File: config.mk
export PLATFORM = sky130hd
export DESIGN_NAME = i2c_hold_buf
export DESIGN_NICKNAME = d
export VERILOG_FILES = /design/src/rtl/i2c_hold_buf_pkg.sv /design/src/rtl/i2c_hold_arb.sv /design/src/rtl/i2c_hold_store.sv /design/src/rtl/i2c_hold_flags.sv /design/src/rtl/i2c_hold_buf.sv
export SDC_FILE = /design/constraint.sdc
export NUM_CORES = 1
export LEC_CHECK = 0
export ABC_CLOCK_PERIOD_IN_PS = 2870
export BUFFER_PORTS_ARGS = -buffer_cell sky130_fd_sc_hd__clkbuf_2
export CORE_UTILIZATION = 37
export CTS_CLUSTER_SIZE = 12
export DETAILED_ROUTE_END_ITERATION = 10
export PLACE_DENSITY = 0.64
export SLEW_MARGIN = 0
export SYNTH_ARGS = -nofsm -noshare
export SYNTH_HDL_FRONTEND = slang
export SYNTH_HIERARCHICAL = 1
export SYNTH_SLANG_ARGS = --single-unit
File: constraint.sdc
create_clock -name clk -period 2.87 [get_ports clk]
set_clock_uncertainty 0.15 [all_clocks]
set_input_delay 0.1435 -clock clk [delete_from_list [all_inputs] [get_ports clk]]
set_output_delay 0.1435 -clock clk [all_outputs]
set_load 0.05 [all_outputs]
File: src/rtl/i2c_hold_buf_pkg.sv
package i2c_hold_buf_pkg;
  typedef enum logic [2:0] {
    OP_NONE = 3'd0,
    OP_CLR  = 3'd1,
    OP_WR   = 3'd2,
    OP_RD   = 3'd3,
    OP_POP  = 3'd4,
    OP_PUSH = 3'd5
  } hb_op_e;
endpackage

File: src/rtl/i2c_hold_arb.sv
module i2c_hold_arb
  import i2c_hold_buf_pkg::*;
(
  input  logic   clr_req,
  input  logic   wr_req,
  input  logic   rd_req,
  input  logic   pop_req,
  input  logic   push_req,
  output hb_op_e op
);
  always_comb begin
    if (clr_req)       op = OP_CLR;
    else if (wr_req)   op = OP_WR;
    else if (rd_req)   op = OP_RD;
    else if (pop_req)  op = OP_POP;
    else if (push_req) op = OP_PUSH;
    else               op = OP_NONE;
  end
endmodule

File: src/rtl/i2c_hold_store.sv
module i2c_hold_store
  import i2c_hold_buf_pkg::*;
#(
  parameter int BYTE_W = 8,
  parameter int SLOTS  = 4,
  localparam int HOST_W = 2 * BYTE_W,
  localparam int REG_W  = SLOTS * BYTE_W,
  localparam int CNT_W  = $clog2(SLOTS + 1)
) (
  input  logic              clk,
  input  logic              rst,
  input  hb_op_e            op,
  input  logic              order,
  input  logic              wr_byte,
  input  logic [HOST_W-1:0] wdata,
  input  logic [BYTE_W-1:0] rx_byte,
  output logic [CNT_W-1:0]  tx_cnt,
  output logic [CNT_W-1:0]  rx_cnt,
  output logic [BYTE_W-1:0] tx_byte,
  output logic [HOST_W-1:0] rdata
);
  localparam logic [CNT_W-1:0] WR_LIMIT = CNT_W'(SLOTS - 2);
  localparam logic [CNT_W-1:0] FULL     = CNT_W'(SLOTS);

  logic [REG_W-1:0]  hold;
  logic [HOST_W-1:0] wr_word;
  logic [HOST_W-1:0] rd_word;
  logic [CNT_W-1:0]  top_idx;

  assign wr_word = order ? wdata : {wdata[BYTE_W-1:0], wdata[HOST_W-1:BYTE_W]};
  assign rd_word = order ? {hold[BYTE_W-1:0], hold[HOST_W-1:BYTE_W]} : hold[HOST_W-1:0];
  assign top_idx = tx_cnt - CNT_W'(1);

  always_ff @(posedge clk) begin
    if (rst) begin
      hold    <= '0;
      tx_cnt  <= '0;
      rx_cnt  <= '0;
      tx_byte <= '0;
      rdata   <= '0;
    end else begin
      unique case (op)
        OP_CLR: hold <= '0;
        OP_WR: begin
          if (tx_cnt <= WR_LIMIT) begin
            if (wr_byte) begin
              hold   <= {hold[REG_W-BYTE_W-1:0], wdata[BYTE_W-1:0]};
              tx_cnt <= tx_cnt + CNT_W'(1);
            end else begin
              hold   <= {hold[REG_W-HOST_W-1:0], wr_word};
              tx_cnt <= tx_cnt + CNT_W'(2);
            end
          end
        end
        OP_RD: begin
          rdata <= rd_word;
          if (rx_cnt == CNT_W'(1)) begin
            rx_cnt <= '0;
          end else if (rx_cnt > CNT_W'(1)) begin
            if (rx_cnt > CNT_W'(2)) hold <= hold >> HOST_W;
            rx_cnt <= rx_cnt - CNT_W'(2);
          end
        end
        OP_POP: begin
          if (tx_cnt != '0) begin
            tx_cnt  <= top_idx;
            tx_byte <= hold[int'(top_idx)*BYTE_W +: BYTE_W];
          end else begin
            tx_byte <= '0;
          end
        end
        OP_PUSH: begin
          if (rx_cnt < FULL) begin
            hold   <= hold | (REG_W'(rx_byte) << (int'(rx_cnt) * BYTE_W));
            rx_cnt <= rx_cnt + CNT_W'(1);
          end
        end
        default: ;
      endcase
    end
  end


  wr_ignore_chk: assert property (@(posedge clk) disable iff (rst)
    (op == OP_WR && tx_cnt > WR_LIMIT) |=> $stable(tx_cnt) && $stable(hold));

  rx_bound_chk: assert property (@(posedge clk) disable iff (rst) rx_cnt <= FULL);

  tx_bound_chk: assert property (@(posedge clk) disable iff (rst) tx_cnt <= FULL);

  pop_dec_chk: assert property (@(posedge clk) disable iff (rst)
    (op == OP_POP && tx_cnt != '0) |=> tx_cnt == $past(tx_cnt) - CNT_W'(1));
endmodule

File: src/rtl/i2c_hold_flags.sv
module i2c_hold_flags
  import i2c_hold_buf_pkg::*;
#(
  parameter int SLOTS = 4,
  localparam int CNT_W = $clog2(SLOTS + 1)
) (
  input  logic             clk,
  input  logic             rst,
  input  hb_op_e           op,
  input  logic             wr_byte,
  input  logic [CNT_W-1:0] tx_cnt,
  input  logic [CNT_W-1:0] rx_cnt,
  output logic             underflow,
  output logic             overflow,
  output logic             single,
  output logic             tx_rdy,
  output logic             rx_rdy,
  output logic             kick
);
  localparam logic [CNT_W-1:0] WR_LIMIT = CNT_W'(SLOTS - 2);

  logic             wr_ok;
  logic [CNT_W-1:0] tx_next;

  assign wr_ok   = (op == OP_WR) && (tx_cnt <= WR_LIMIT);
  assign tx_next = tx_cnt + (wr_byte ? CNT_W'(1) : CNT_W'(2));

  always_ff @(posedge clk) begin
    if (rst) begin
      underflow <= 1'b0;
      overflow  <= 1'b0;
      single    <= 1'b0;
      tx_rdy    <= 1'b0;
      rx_rdy    <= 1'b0;
      kick      <= 1'b0;
    end else begin
      kick <= (op == OP_WR) || (op == OP_RD);
      if (wr_ok) begin
        underflow <= 1'b0;
        if (tx_next > WR_LIMIT) tx_rdy <= 1'b0;
      end
      if (op == OP_POP) begin
        tx_rdy <= 1'b1;
        if (tx_cnt == '0) underflow <= 1'b1;
      end
      if (op == OP_PUSH) begin
        rx_rdy <= 1'b1;
        if (rx_cnt == CNT_W'(SLOTS)) overflow <= 1'b1;
      end
      if (op == OP_RD) begin
        overflow <= 1'b0;
        if (rx_cnt == CNT_W'(1)) single <= 1'b1;
        if (rx_cnt <= CNT_W'(2)) rx_rdy <= 1'b0;
      end
    end
  end


  kick_src_chk: assert property (@(posedge clk) disable iff (rst)
    (op == OP_WR || op == OP_RD) |=> kick);

  kick_idle_chk: assert property (@(posedge clk) disable iff (rst)
    (op != OP_WR && op != OP_RD) |=> !kick);

  underflow_set_chk: assert property (@(posedge clk) disable iff (rst)
    (op == OP_POP && tx_cnt == '0) |=> underflow);

  overflow_clr_chk: assert property (@(posedge clk) disable iff (rst)
    (op == OP_RD) |=> !overflow);

  clr_keeps_flags_chk: assert property (@(posedge clk) disable iff (rst)
    (op == OP_CLR) |=> $stable(underflow) && $stable(overflow) && $stable(single));
endmodule

File: src/rtl/i2c_hold_buf.sv
module i2c_hold_buf
  import i2c_hold_buf_pkg::*;
#(
  parameter int BYTE_W = 8,
  parameter int SLOTS  = 4,
  localparam int HOST_W = 2 * BYTE_W,
  localparam int CNT_W  = $clog2(SLOTS + 1)
) (
  input  logic              clk,
  input  logic              rst,
  input  logic              byte_order,
  input  logic              hold_clr,
  input  logic              host_wr,
  input  logic              host_wr_byte,
  input  logic [HOST_W-1:0] host_wdata,
  input  logic              host_rd,
  output logic [HOST_W-1:0] host_rdata,
  input  logic              eng_pop,
  output logic [BYTE_W-1:0] eng_tx_byte,
  input  logic              eng_push,
  input  logic [BYTE_W-1:0] eng_rx_byte,
  output logic [CNT_W-1:0]  tx_level,
  output logic [CNT_W-1:0]  rx_level,
  output logic              tx_underflow,
  output logic              rx_overflow,
  output logic              rx_single,
  output logic              tx_ready,
  output logic              rx_ready,
  output logic              host_kick
);
  hb_op_e op;

  i2c_hold_arb u_arb (
    .clr_req (hold_clr),
    .wr_req  (host_wr),
    .rd_req  (host_rd),
    .pop_req (eng_pop),
    .push_req(eng_push),
    .op      (op)
  );

  i2c_hold_store #(.BYTE_W(BYTE_W), .SLOTS(SLOTS)) u_store (
    .clk    (clk),
    .rst    (rst),
    .op     (op),
    .order  (byte_order),
    .wr_byte(host_wr_byte),
    .wdata  (host_wdata),
    .rx_byte(eng_rx_byte),
    .tx_cnt (tx_level),
    .rx_cnt (rx_level),
    .tx_byte(eng_tx_byte),
    .rdata  (host_rdata)
  );

  i2c_hold_flags #(.SLOTS(SLOTS)) u_flags (
    .clk      (clk),
    .rst      (rst),
    .op       (op),
    .wr_byte  (host_wr_byte),
    .tx_cnt   (tx_level),
    .rx_cnt   (rx_level),
    .underflow(tx_underflow),
    .overflow (rx_overflow),
    .single   (rx_single),
    .tx_rdy   (tx_ready),
    .rx_rdy   (rx_ready),
    .kick     (host_kick)
  );
endmodule

==> run summary <==
Number of cell rows: 38
Final nets: 561
Ys Warns: 6
Post-DRT Antenna Nets: 0
Slew at the pin closest to its max-slew limit: 811 ps
Vias per cell: 5.82
Die W: 109 um
Static leakage: 0.00195 uW
Distinct cells, synth: 57
Drt drc: 0
Worst Path Required: 2910 ps
Clk sinks: 68
Final setup fails: 0
Cells after synthesis: 449
Final worst path period share: 84.2%
Area Growth Syn to Fin: 19.7%
CP Cell Sequence: inv_1 -> ha_1 -> a21oi_1 -> a32o_2 -> a2111o_1 -> o2bb2ai_1
Largest net degree at the start of global routing: 48
Starting density of the core: 38.7%
Tot Pwr: 2770 uW
Num ports: 69
Most frequent cells in the layout: clkbuf_2, dfxtp_1, nor2_1
CTS clock-pin slew for the worst setup and hold paths: 60 ps
Syn nets: 494
Multi-input logic area: 2700 um^2
FF+latch area: 1360 um^2
Iteration-0 DRC Markers: 322
Total track usage: 21.1%
CTS Buffer Depth: 2
Finished Core Util: 46.3%
Hold_ws: 8.35 ps
Asr flop ratio synth: 0%
First-pass GRT wire length: 19,100 um
FILL cells: 1,061
Via count: 3,846
Max-cap violations: 0
Gpl congestion: 0.847
Synth Register Bits: 68
Post-synthesis sequential area ratio: 31.9%
Drt pass-1 iters: 9
Num CTS Buffers: 9
CP top delay family: compound AO/OA/AOI/OAI gates
Post_cts resized: 0
Fmax: 414 MHz
Initial antenna violation count: 0
Final worst path period need: 2420 ps
CP arrival: 2460 ps
Final Max Slew Viols: 0
Mapped Avg Cell Area: 9.50 um^2
Root Driver: clkbuf_16
Vias in the first global route: 3,588
CORE AREA: 11,000 um^2
Post-CTS Setup Bufs: 0
Most common flop cell mapped by yosys: dfxtp_1
Count of flip-flops with a built-in enable after synthesis: 0
Crit path capture type: flop
Drt wl/cell: 17.9 um
DRT Wirelength: 11,800 um
# diodes: 0
Input/output buffers: 68
CTS tree: done
Fin. Hold Viols: 0
Worst Path Class, Setup: flop to flop
VDD IR-drop max: 0.000265 V
Status: finished, final reports clean
Worst hold path class: primary input to flop
Crit start category: flop
CP Max Fanout: 16
Worst-Skew Late Latency: 340 ps
PwrDens: 543 nW/um^2
H-tree depth: 3
Max stage delay on crit path: 670 ps
DP Wirelength: 7920 um
Share of post-route cells with drive strength above 1: 32.6%
Worst Path Buf+Inv: 1
Die footprint: 12,000 um^2
Total grt overflow: 0
Final setup TNS: 0 ps
Synth Cell Area: 4270 um^2
CP max-delay cell: a2111o_1
Slew margin rel.: 45.9%
RSZ-0062 raised after global routing: false
Die height: 109 um
-- synth_stat cells, types with 3 or more instances --
cell type / n / share of area, %
o21a_1: 11 / 1.9
inv_1: 10 / 0.88
and3_1: 3 / 0.44
nor2b_1: 3 / 0.44
nand3b_1: 3 / 0.53
buf_6: 5 / 1.3
a22o_1: 8 / 1.6
buf_1: 5 / 0.44
a211oi_2: 8 / 2.3
buf_2: 3 / 0.35
nor2_2: 5 / 0.73
mux2i_1: 34 / 8.0
nor3b_1: 4 / 0.70
a22oi_1: 9 / 1.6
a211oi_1: 18 / 3.2
a21oi_2: 6 / 1.2
o2bb2ai_2: 10 / 3.5
ha_1: 11 / 3.2
dfxtp_1: 68 / 32
o2bb2ai_1: 6 / 1.2
a222oi_1: 14 / 3.3
nand2_1: 24 / 2.1
o21ai_0: 24 / 2.8
nand2b_1: 5 / 0.73
clkbuf_1: 23 / 2.0
mux4_2: 8 / 4.2
a21oi_1: 21 / 2.5
nor3_2: 6 / 1.4
mux2_2: 14 / 3.7
nor2_1: 43 / 3.8
nor3_1: 7 / 0.82
-- power breakdown --
part	internal [uW]	switching [uW]	total, uW
registers	991	46.2	1040
clock network	677	450	1130
logic	219	387	606
total	1890	884	2770
-- path summary, 6_finish.rpt --
kind              cells past startpoint  slack [ps]         startpoint                 to
hold reg to reg                       2         310  u_flags/underflow  u_flags/underflow
setup reg to reg                      6         450  u_store/tx_cnt[2]    u_store/hold[5]
hold / removal                        3           8     eng_rx_byte[4]   u_store/hold[12]
setup / recovery                      6         450  u_store/tx_cnt[2]    u_store/hold[5]
-- final cells by class --
| cell class | instances | share of cell area, % |
|---|---|---|
| Clock inverter | 7 | 1.47 |
| Multi-Input combinational cell | 335 | 52.9 |
| Clock buffer | 9 | 4.41 |
| Tap cell | 140 | 3.43 |
| Timing Repair Buffer | 92 | 10.4 |
| Inverter | 10 | 0.735 |
| Sequential cell | 68 | 26.7 |
-- tightest hold or removal path, delay by kind of cell --
family | cells | cell delay [ps]
AO/OA/AOI/OAI | 2 | 200
buffers and inverters | 1 | 120
-- routing by layer --
layer | vias up | part of all wire (%) | GRT usage (%)
met5 | - | 0 | 0
met4 | 0 | 2.6 | 10.5
met3 | 22 | 6.9 | 2.67
met2 | 148 | 47 | 33.0
met1 | 1815 | 44 | 28.5
li1 | 1861 | - | -
-- what timing repair did --
| action | CTS | global route |
|---|---|---|
| setup endpoints to repair | 0 | 0 |
| endpoints found under the hold margin | 4 | 0 |
| hold buffers | 4 | 0 |
-- sequential cells by signal, indices dropped and copies added, names as in the netlist, 3 cells and up --
register         cells
u_store/hold        32
u_store/rdata       16
u_store/tx_byte      8
u_store/rx_cnt       3
u_store/tx_cnt       3
-- metrics by stage --
| stage | worst slack [ps] | area, um^2 | instances |
|---|---|---|---|
| 2_1_floorplan | 33.8 | 4270 | 449 |
| 3_3_place_gp | 454 | 4760 | 641 |
| 3_5_place_dp | 350 | 4760 | 641 |
| 4_1_cts | 499 | 5100 | 661 |
| 5_1_grt | 262 | 5100 | 661 |
| 6_report | 454 | 5100 | 661 |
-- logic make-up after synthesis --
family          Yosys count  share of synthesized area, %
compound gates          150                          29.0
xor+xnor                  1                         0.205
fa+ha+maj                12                          3.70
buf+inv                  46                          5.02
flops                    68                          31.9
mux                      56                          15.9
simple gates            116                          14.3
(Power assumes the default switching activity.)
